File: config.mk
export PLATFORM = sky130hd
export DESIGN_NAME = secded_pkt_fifo
export DESIGN_NICKNAME = d
export VERILOG_FILES = /design/src/rtl/spf_pkg.sv /design/src/rtl/spf_secded_enc.sv /design/src/rtl/spf_secded_dec.sv /design/src/rtl/spf_pkt_guard.sv /design/src/rtl/spf_sat_counter.sv /design/src/rtl/secded_pkt_fifo.sv
export SDC_FILE = /design/constraint.sdc
export NUM_CORES = 2
export LEC_CHECK = 0
export BUFFER_PORTS_ARGS = -buffer_cell sky130_fd_sc_hd__buf_2
export CORE_UTILIZATION = 45
export CTS_CLUSTER_SIZE = 8
export DETAILED_ROUTE_END_ITERATION = 8
export SLEW_MARGIN = 20
export SYNTH_ARGS = -nofsm -noshare
export SYNTH_HDL_FRONTEND = slang
export SYNTH_SLANG_ARGS = --single-unit
File: constraint.sdc
create_clock -name clk -period 19 [get_ports clk]
set_clock_uncertainty 0.1 [all_clocks]
set_input_delay 3.8 -clock clk [delete_from_list [all_inputs] [get_ports clk]]
set_output_delay 3.8 -clock clk [all_outputs]
set_load 0.02 [all_outputs]
File: src/rtl/spf_pkg.sv
package spf_pkg;

    localparam int CTRL_W = 18;

    typedef struct packed {
        logic [11:0] side;
        logic        err;
        logic [2:0]  empty;
        logic        eop;
        logic        sop;
    } ctrl_t;

    typedef enum logic [1:0] {
        S_IDLE,
        S_GOOD,
        S_BAD,
        S_SKIP
    } pkt_state_e;

    // number of Hamming check bits needed for k payload bits
    function automatic int hbits(input int k);
        int r;
        r = 1;
        while ((1 << r) < k + r + 1) r++;
        return r;
    endfunction

endpackage

File: src/rtl/spf_secded_enc.sv
module spf_secded_enc
    import spf_pkg::*;
#(
    parameter int DW = 64,
    localparam int PW = hbits(DW),
    localparam int NW = DW + PW
) (
    input  logic [DW-1:0] data,
    output logic [NW:0]   code
);

    function automatic logic [NW:0] enc(input logic [DW-1:0] d);
        logic [NW:0] c;
        int j;
        c = '0;
        j = 0;
        for (int p = 1; p <= NW; p++) begin
            if ((p & (p - 1)) != 0) begin
                c[p] = d[j];
                j++;
            end
        end
        for (int i = 0; i < PW; i++) begin
            logic x;
            x = 1'b0;
            for (int p = 1; p <= NW; p++) begin
                if (((p >> i) & 1) == 1 && p != (1 << i)) x ^= c[p];
            end
            c[1 << i] = x;
        end
        c[0] = ^c[NW:1];
        return c;
    endfunction

    assign code = enc(data);

endmodule

File: src/rtl/spf_secded_dec.sv
module spf_secded_dec
    import spf_pkg::*;
#(
    parameter int DW = 64,
    localparam int PW = hbits(DW),
    localparam int NW = DW + PW
) (
    input  logic [NW:0]   code,
    output logic [DW-1:0] data,
    output logic          corrected,
    output logic          uncorrectable
);

    function automatic logic [PW-1:0] syn(input logic [NW:0] c);
        logic [PW-1:0] s;
        s = '0;
        for (int p = 1; p <= NW; p++) begin
            if (c[p]) s ^= PW'(p);
        end
        return s;
    endfunction

    function automatic logic [DW-1:0] extract(input logic [NW:0] c);
        logic [DW-1:0] d;
        int j;
        d = '0;
        j = 0;
        for (int p = 1; p <= NW; p++) begin
            if ((p & (p - 1)) != 0) begin
                d[j] = c[p];
                j++;
            end
        end
        return d;
    endfunction

    logic [PW-1:0] s;
    logic          par;
    logic          in_range;
    logic [NW:0]   fixed;

    always_comb begin
        s        = syn(code);
        par      = ^code;
        in_range = (int'(s) <= NW);
        fixed    = code;
        if (s != '0 && par && in_range) fixed[s] = ~fixed[s];
    end

    assign data          = extract(fixed);
    assign corrected     = par && (s == '0 || in_range);
    assign uncorrectable = (s != '0 && !par) || (par && !in_range);

endmodule

File: src/rtl/spf_pkt_guard.sv
module spf_pkt_guard
    import spf_pkg::*;
(
    input  logic  clk,
    input  logic  rst_n,
    input  logic  head_valid,
    input  ctrl_t head_c,
    input  logic  c_unc,
    input  logic  d_unc,
    input  logic  out_ready,
    output logic  fwd,
    output logic  pop,
    output logic  sop_o,
    output logic  err_o,
    output logic  drop_evt
);

    pkt_state_e st, nxt;
    logic       discard;
    logic       mark;

    always_ff @(posedge clk) begin
        if (!rst_n) st <= S_IDLE;
        else        st <= nxt;
    end

    always_comb begin
        nxt      = st;
        fwd      = 1'b0;
        discard  = 1'b0;
        drop_evt = 1'b0;
        mark     = 1'b0;
        sop_o    = head_c.sop;
        if (head_valid) begin
            unique case (st)
                S_IDLE, S_SKIP: begin
                    if (c_unc) begin
                        discard  = 1'b1;
                        drop_evt = (st == S_IDLE);
                        nxt      = S_SKIP;
                    end else if (head_c.sop) begin
                        fwd  = 1'b1;
                        mark = d_unc;
                        if (out_ready)
                            nxt = head_c.eop ? S_IDLE : (d_unc ? S_BAD : S_GOOD);
                    end else begin
                        discard  = 1'b1;
                        drop_evt = (st == S_IDLE);
                        nxt      = head_c.eop ? S_IDLE : S_SKIP;
                    end
                end
                S_GOOD, S_BAD: begin
                    if (c_unc) begin
                        discard = 1'b1;
                        nxt     = S_BAD;
                    end else begin
                        fwd      = 1'b1;
                        sop_o    = 1'b0;
                        mark     = (st == S_BAD) || d_unc || head_c.sop;
                        drop_evt = head_c.sop && out_ready;
                        if (out_ready)
                            nxt = head_c.eop ? S_IDLE : (mark ? S_BAD : S_GOOD);
                    end
                end
            endcase
        end
        pop   = discard || (fwd && out_ready);
        err_o = head_c.err || (mark && head_c.eop);
    end

endmodule

File: src/rtl/spf_sat_counter.sv
module spf_sat_counter #(
    parameter int W = 32
) (
    input  logic         clk,
    input  logic         rst_n,
    input  logic         clr,
    input  logic         inc,
    output logic [W-1:0] value
);

    always_ff @(posedge clk) begin
        if (!rst_n || clr)             value <= '0;
        else if (inc && value != '1)   value <= value + 1'b1;
    end

endmodule

File: src/rtl/secded_pkt_fifo.sv
module secded_pkt_fifo
    import spf_pkg::*;
#(
    parameter int DEPTH  = 16,
    parameter int DATA_W = 64,
    parameter int CNT_W  = 32,
    localparam int AW    = $clog2(DEPTH),
    localparam int DCW   = DATA_W + hbits(DATA_W) + 1,
    localparam int CCW   = CTRL_W + hbits(CTRL_W) + 1
) (
    input  logic              clk,
    input  logic              rst_n,
    input  logic              in_valid,
    output logic              in_ready,
    input  logic [DATA_W-1:0] in_data,
    input  logic              in_sop,
    input  logic              in_eop,
    input  logic [2:0]        in_empty,
    input  logic              in_err,
    input  logic [11:0]       in_side,
    output logic              out_valid,
    input  logic              out_ready,
    output logic [DATA_W-1:0] out_data,
    output logic              out_sop,
    output logic              out_eop,
    output logic [2:0]        out_empty,
    output logic              out_err,
    output logic [11:0]       out_side,
    output logic              full,
    output logic              empty,
    input  logic              inj_load,
    input  logic [DCW-1:0]    inj_data_mask,
    input  logic [CCW-1:0]    inj_ctrl_mask,
    output logic              ecc_sbe,
    output logic              ecc_mbe,
    output logic              pkt_drop,
    input  logic              cnt_clear,
    output logic [CNT_W-1:0]  cnt_corr,
    output logic [CNT_W-1:0]  cnt_uncorr,
    output logic [CNT_W-1:0]  cnt_drop
);

    logic [DCW-1:0] dmem [DEPTH];
    logic [CCW-1:0] cmem [DEPTH];
    logic [AW:0]    wptr, rptr;
    logic [DCW-1:0] arm_d, enc_d;
    logic [CCW-1:0] arm_c, enc_c;
    ctrl_t          wr_c, head_c;
    logic [CTRL_W-1:0] head_raw;
    logic           wr, pop, fwd, drop_evt;
    logic           d_cor, d_unc, c_cor, c_unc;
    logic           sop_o, err_o;
    logic [2:0]     evt;
    logic [CNT_W-1:0] cnt_q [3];

    assign empty    = (wptr == rptr);
    assign full     = (wptr[AW] != rptr[AW]) && (wptr[AW-1:0] == rptr[AW-1:0]);
    assign in_ready = !full;
    assign wr       = in_valid && in_ready;

    assign wr_c = '{side: in_side, err: in_err, empty: in_empty, eop: in_eop, sop: in_sop};

    spf_secded_enc #(.DW(DATA_W)) u_enc_d (.data(in_data), .code(enc_d));
    spf_secded_enc #(.DW(CTRL_W)) u_enc_c (.data(wr_c),    .code(enc_c));

    always_ff @(posedge clk) begin
        if (!rst_n) begin
            arm_d <= '0;
            arm_c <= '0;
        end else if (inj_load) begin
            arm_d <= inj_data_mask;
            arm_c <= inj_ctrl_mask;
        end else if (wr) begin
            arm_d <= '0;
            arm_c <= '0;
        end
    end

    always_ff @(posedge clk) begin
        if (wr) begin
            dmem[wptr[AW-1:0]] <= enc_d ^ arm_d;
            cmem[wptr[AW-1:0]] <= enc_c ^ arm_c;
        end
    end

    always_ff @(posedge clk) begin
        if (!rst_n) begin
            wptr <= '0;
            rptr <= '0;
        end else begin
            if (wr)  wptr <= wptr + 1'b1;
            if (pop) rptr <= rptr + 1'b1;
        end
    end

    spf_secded_dec #(.DW(DATA_W)) u_dec_d (
        .code(dmem[rptr[AW-1:0]]), .data(out_data),
        .corrected(d_cor), .uncorrectable(d_unc)
    );
    spf_secded_dec #(.DW(CTRL_W)) u_dec_c (
        .code(cmem[rptr[AW-1:0]]), .data(head_raw),
        .corrected(c_cor), .uncorrectable(c_unc)
    );
    assign head_c = ctrl_t'(head_raw);

    spf_pkt_guard u_guard (
        .clk(clk), .rst_n(rst_n), .head_valid(!empty), .head_c(head_c),
        .c_unc(c_unc), .d_unc(d_unc), .out_ready(out_ready),
        .fwd(fwd), .pop(pop), .sop_o(sop_o), .err_o(err_o), .drop_evt(drop_evt)
    );

    assign out_valid = fwd;
    assign out_sop   = sop_o;
    assign out_eop   = head_c.eop;
    assign out_empty = head_c.empty;
    assign out_err   = err_o;
    assign out_side  = head_c.side;

    assign evt = {drop_evt, pop && (d_unc || c_unc), pop && (d_cor || c_cor)};

    always_ff @(posedge clk) begin
        if (!rst_n) begin
            ecc_sbe  <= 1'b0;
            ecc_mbe  <= 1'b0;
            pkt_drop <= 1'b0;
        end else begin
            ecc_sbe  <= evt[0];
            ecc_mbe  <= evt[1];
            pkt_drop <= evt[2];
        end
    end

    for (genvar g = 0; g < 3; g++) begin : g_cnt
        spf_sat_counter #(.W(CNT_W)) u_cnt (
            .clk(clk), .rst_n(rst_n), .clr(cnt_clear),
            .inc(evt[g]), .value(cnt_q[g])
        );
    end

    assign cnt_corr   = cnt_q[0];
    assign cnt_uncorr = cnt_q[1];
    assign cnt_drop   = cnt_q[2];

endmodule

Yosys cells after proc, flatten, opt, wreduce, memory -nomap -nowiden
Memory sizes are Yosys's and may differ from the RTL's. A register that Yosys moved wholly into a read port is not among the register bits.
Cells that the tools add are included.
{"block": "word_totals", "mem_count": 2, "ff_bits": 207, "out_inout_bits": 185, "inputBits": 184, "mem_bits_rw": 1536, "word_cells": 574}
{"memory": "dmem", "words": 16, "width": 72, "read_ports": 1, "rd_ports_with_merged_regs": 1, "wr": 1, "line_no": "secded_pkt_fifo.sv:43", "text": "logic [DCW-1:0] dmem [DEPTH];"}
{"memory": "cmem", "words": 16, "width": 24, "read_ports": 1, "rd_ports_with_merged_regs": 1, "wr": 1, "line_no": "secded_pkt_fifo.sv:44", "text": "logic [CCW-1:0] cmem [DEPTH];"}
{"block": "op_classes", "bitwise_logic": 337, "magnitude_cmp": 6, "mux": 150, "n_reduce_logical": 52, "n_addsub": 5, "eq_ne": 11}
{"operator": "$xor 1x1->1", "count": 240}
{"operator": "$mux 72", "count": 3}
{"operator": "$mux 6", "count": 32}
{"operator": "$mux 5", "count": 24}
{"operator": "$add 32x1->32 const B", "count": 3}
{"operator": "$ne 32x32->1 const B", "count": 3}
{"operator": "$not 3->3", "count": 30}
{"operator": "$mux 4", "count": 20}
{"operator": "$bwmux 72", "count": 1}
{"operator": "$mux 24", "count": 3}
{"operator": "$not 4->4", "count": 18}
{"operator": "$reduce_xor 72->1", "count": 1}
{"operator": "$xor 72x72->72", "count": 1}
{"operator": "$reduce_xor 71->1", "count": 1}
{"operator": "$mux 7", "count": 8}
{"operator": "$not 2->2", "count": 27}
{"operator": "$not 5->5", "count": 6}
{"operator": "$mux 2", "count": 14}
{"operator": "$mux 1", "count": 27}
{"operator": "$bwmux 24", "count": 1}
{"operator": "$mux 3", "count": 8}
{"operator": "$reduce_xor 24->1", "count": 1}
{"operator": "$xor 24x24->24", "count": 1}
{"operator": "$reduce_xor 23->1", "count": 1}
{"operator": "other kinds (34)", "count": 87}

Longest topological paths before layout
{"block": "depth", "depth_word": 146, "depth_mapped": 23, "depth_no_buf": 14}

Cells and area by module
A second synthesis with hierarchy kept.
{"block": "hier_totals", "cells_unflattened": 3977, "hier_area_um2": 74422.6}
{"mod": "secded_pkt_fifo", "area_each_um2": 62318.5, "n_inst": 1, "cells_each": 2551, "seq_area_each_um2": 48386.4}
{"mod": "spf_sat_counter", "area_each_um2": 1667.8, "n_inst": 3, "cells_each": 195, "seq_area_each_um2": 640.6}
{"mod": "spf_secded_dec (u_dec_d)", "area_each_um2": 3308.2, "n_inst": 1, "cells_each": 424, "seq_area_each_um2": 0.0}
{"mod": "spf_secded_enc (u_enc_d)", "area_each_um2": 1727.9, "n_inst": 1, "cells_each": 180, "seq_area_each_um2": 0.0}
{"mod": "spf_secded_dec (u_dec_c)", "area_each_um2": 1326.3, "n_inst": 1, "cells_each": 155, "seq_area_each_um2": 0.0}
{"mod": "spf_secded_enc (u_enc_c)", "area_each_um2": 473.0, "n_inst": 1, "cells_each": 49, "seq_area_each_um2": 0.0}
{"mod": "spf_pkt_guard", "area_each_um2": 265.3, "n_inst": 1, "cells_each": 33, "seq_area_each_um2": 40.0}

Worst setup path after synthesis
OpenSTA, ideal clock, no wires.
{"block": "synth_path", "path_type": "input port to flip-flop", "startpoint": "in in_valid", "endpoint": "mem cmem[3][0] in the netlist's numbering (enable)", "n_path_buf": 1, "arrival_time_ns": 10.791, "path_stages": 4, "setup_slack_ns": 7.441, "setup_ns": 0.668, "t_required_ns": 18.232, "path_cell_list": "and2_1 > clkbuf_1 > nand2_1 > nor3_1"}
{"block": "synth_via", "elab_chain_cells": 3}
{"element": "start, declared", "line_no": "secded_pkt_fifo.sv:13", "text": "input logic in_valid,"}
{"element": "$logic_and 1x1->1", "line_no": "secded_pkt_fifo.sv:59", "text": "assign wr = in_valid && in_ready;"}
{"element": "$mux 1", "line_no": "secded_pkt_fifo.sv:80", "text": "if (wr) begin"}
{"element": "$mux 1 (not written as such)", "line_no": "secded_pkt_fifo.sv:82", "text": "cmem[wptr[AW-1:0]] <= enc_c ^ arm_c;"}
{"element": "end, declared", "line_no": "secded_pkt_fifo.sv:44"}
No other way between the ends.

==> out/qor.yml <==
detailed_routing:
  antenna_left: 0
  first_iter_violations: 4299
  drtPass1Iterations: 5
  viasPerCell: 5.91
  wire_per_inst_microns: 29.4
  drc: 0
  num_vias: 42900
  wirelength_microns: 214000
global_routing:
  antenna_found_initial: 3
  grt_pass1_vias: 42200
  track_usage: 0.251
  grt_max_degree: 110
  grt_overflow_total: 0
  grt_pass1_wl_microns: 305000
clocking:
  cts_buffer_depth: 3
  cts_buffers: 237
  post-cts-setup-buffers: 0
  ctsHtreeMaxLevel: 4
  cts-root-buf: "clkbuf_16"
  hold_buffers: 0
  cts.repair.resized: 0
  clk_pin_slew_ns: 0.05
  clock-sinks: 1747
  cts_tree: "yes"
  insertion_delay_ns: 0.84
critical_path:
  r2r_cells: 15
  crit_path_end_kind: "output pin"
  worstPathMaxFanout: 109
  crit_arrival_ns: 8.59
  crit_required_ns: 15.10
  r2r-end: "g_cnt[0].u_cnt.value[27]"
  crit_end: "out_data[2]"
  worstSetupStartpointType: "flop"
  path_class: "reg2out"
  r2r_slack_ns: 10.70
synth:
  synth_warnings: 0
  ys_async_sr_fraction: 0
  seq_area_frac_synth: 0.664
  synthTopCellsByCount: "edfxtp_1, mux4_2, nand2_1"
  netlist_instances: 4444
  synth.most_common_cell: "edfxtp_1"
  netlist_area_sq_um: 75800
  yosys.area.top_type: "edfxtp_1"
  syn_area_per_cell_sq_um: 17.1
  synth.top_cells.by_area: "edfxtp_1, mux4_2, dfxtp_1"
  synth_nets: 4638
  synth-edff-count: 1536
  ys_seq_elements: 1747
  synth_top_cell_area_share: 0.608
  synth_flop_cell: "edfxtp_1"
  synth_cell_types: 96
timing:
  setup_viol: 0
  slew_headroom: 0.225
  rsz0062_at_grt: "false"
  period_needed_ns: 12.49
  drv_slew: 0
  max_freq_mhz: 80.1
  worst_pin_slew_ns: 1.16
  finalCritPeriodShare: 0.657
  tns_ns: 0
  finalHoldViolCount: 0
floorplanning:
  start_util: 0.453
  design.die.area_sq_um: 170000
  rows: 150
  die_x_microns: 412
  die_h_microns: 412
  coreArea_sq_um: 167000
  io_pins: 369
layout:
  nNetsFinal: 5116
  drive_gt1_frac: 0.249
  instances_no_fill: 7264
  syn_to_final_growth_pct: 14.8
  diodes: 0
worst_hold_path:
  hold_path.class: "reg2reg"
flow_run:
  maxCapViolCount: 0
place:
  portBuffers: 368
  gp_congestion: 0.962
  placed_cells_incl_taps: 6886
  dp_hpwl_microns: 129000
outcome:
  outcome: "finished clean"
==> flip-flops by register name, summed over array words and instances, names as in the netlist, named ones only <==
signal             count
arm_c                 24
arm_d                 72
cmem                 384
dmem                1152
ecc_mbe                1
ecc_sbe                1
g_cnt.u_cnt.value     96
pkt_drop               1
rptr                   5
u_guard.st             2
wptr                   5
==> cells in the final DEF, fill, tap and decap left out, types with 130 or more instances in the layout <==
cell type / count
buf_2: 366
xor2_1: 154
dfxtp_1: 207
a21oi_1: 130
edfxtp_1: 1536
nand2_1: 340
o21ai_0: 159
clkbuf_16: 242
mux4_2: 405
xnor2_1: 296
mux2i_1: 133
==> through the flow <==
stage	area, sq um	hold slack, ns	util	setup slack, ns
after CTS	86800	0.393	0.519	6.72
after global placement	80000	0.373	0.478	7.65
final	87100	0.393	0.521	6.51
after global routing	87100	0.408	0.521	6.26
after floorplan	75800	0.401	-	7.44
after detailed placement	80100	0.386	0.479	7.63
==> worst max-delay path, cell delays in order, from the launching register on <==
cell	delay, ns
dfxtp_4	0.67
buf_12	0.48
buf_4	0.77
mux4_2	0.42
mux4_2	0.64
xnor3_1	0.45
xor3_1	0.42
xnor3_2	0.36
xnor3_1	0.79
or2_1	0.30
nor2_4	0.14
o2bb2ai_1	0.19
a211oi_1	0.22
o22a_1	0.17
and4_1	0.86
a31oi_1	0.25
buf_2	0.23
==> metal layers <==
layer  global-route usage  share of wire  vias up
li1                     -              -    18300
met1                0.361           0.43    22400
met2                0.396           0.47     1837
met3               0.0435          0.076      344
met4               0.0671          0.025        0
met5                    0              0        -
==> worst min path at each step <==
| stage | from | end | depth (start not counted) |
|---|---|---|---|
| 4_1_cts | g_cnt[1].u_cnt.value[31] | g_cnt[1].u_cnt.value[31] | 2 |
| 6_report | g_cnt[0].u_cnt.value[17] | g_cnt[0].u_cnt.value[17] | 2 |
| 2_1_floorplan | rptr[1] | flop | 2 |
| 3_5_place_dp | g_cnt[1].u_cnt.value[31] | g_cnt[1].u_cnt.value[31] | 2 |
| 5_1_grt | g_cnt[1].u_cnt.value[6] | g_cnt[1].u_cnt.value[6] | 2 |
| 3_3_place_gp | g_cnt[1].u_cnt.value[25] | g_cnt[1].u_cnt.value[25] | 2 |
==> cell families after synthesis <==
| kind of cell | count (synthesis) | synth area share |
|---|---|---|
| mux | 592 | 0.153 |
| fa+ha+maj | 10 | 0.00165 |
| buf+inv | 255 | 0.0216 |
| compound gates | 493 | 0.0401 |
| simple gates | 811 | 0.0518 |
| xor+xnor | 536 | 0.0680 |
| flops | 1747 | 0.664 |
==> final cells by class <==
cell class | instances | area [sq um]
fill | 13600 | 80200
sequential | 1747 | 50400
multi-input combinational | 2442 | 24400
clock buffer | 365 | 6520
tap | 2204 | 2760
timing repair buffer | 462 | 2670
clock inverter | 12 | 249
inverter | 32 | 120
Power is left out: the tool's default activity adds up to more than one toggle a clock period on the data nets, which glitch-free logic cannot reach.
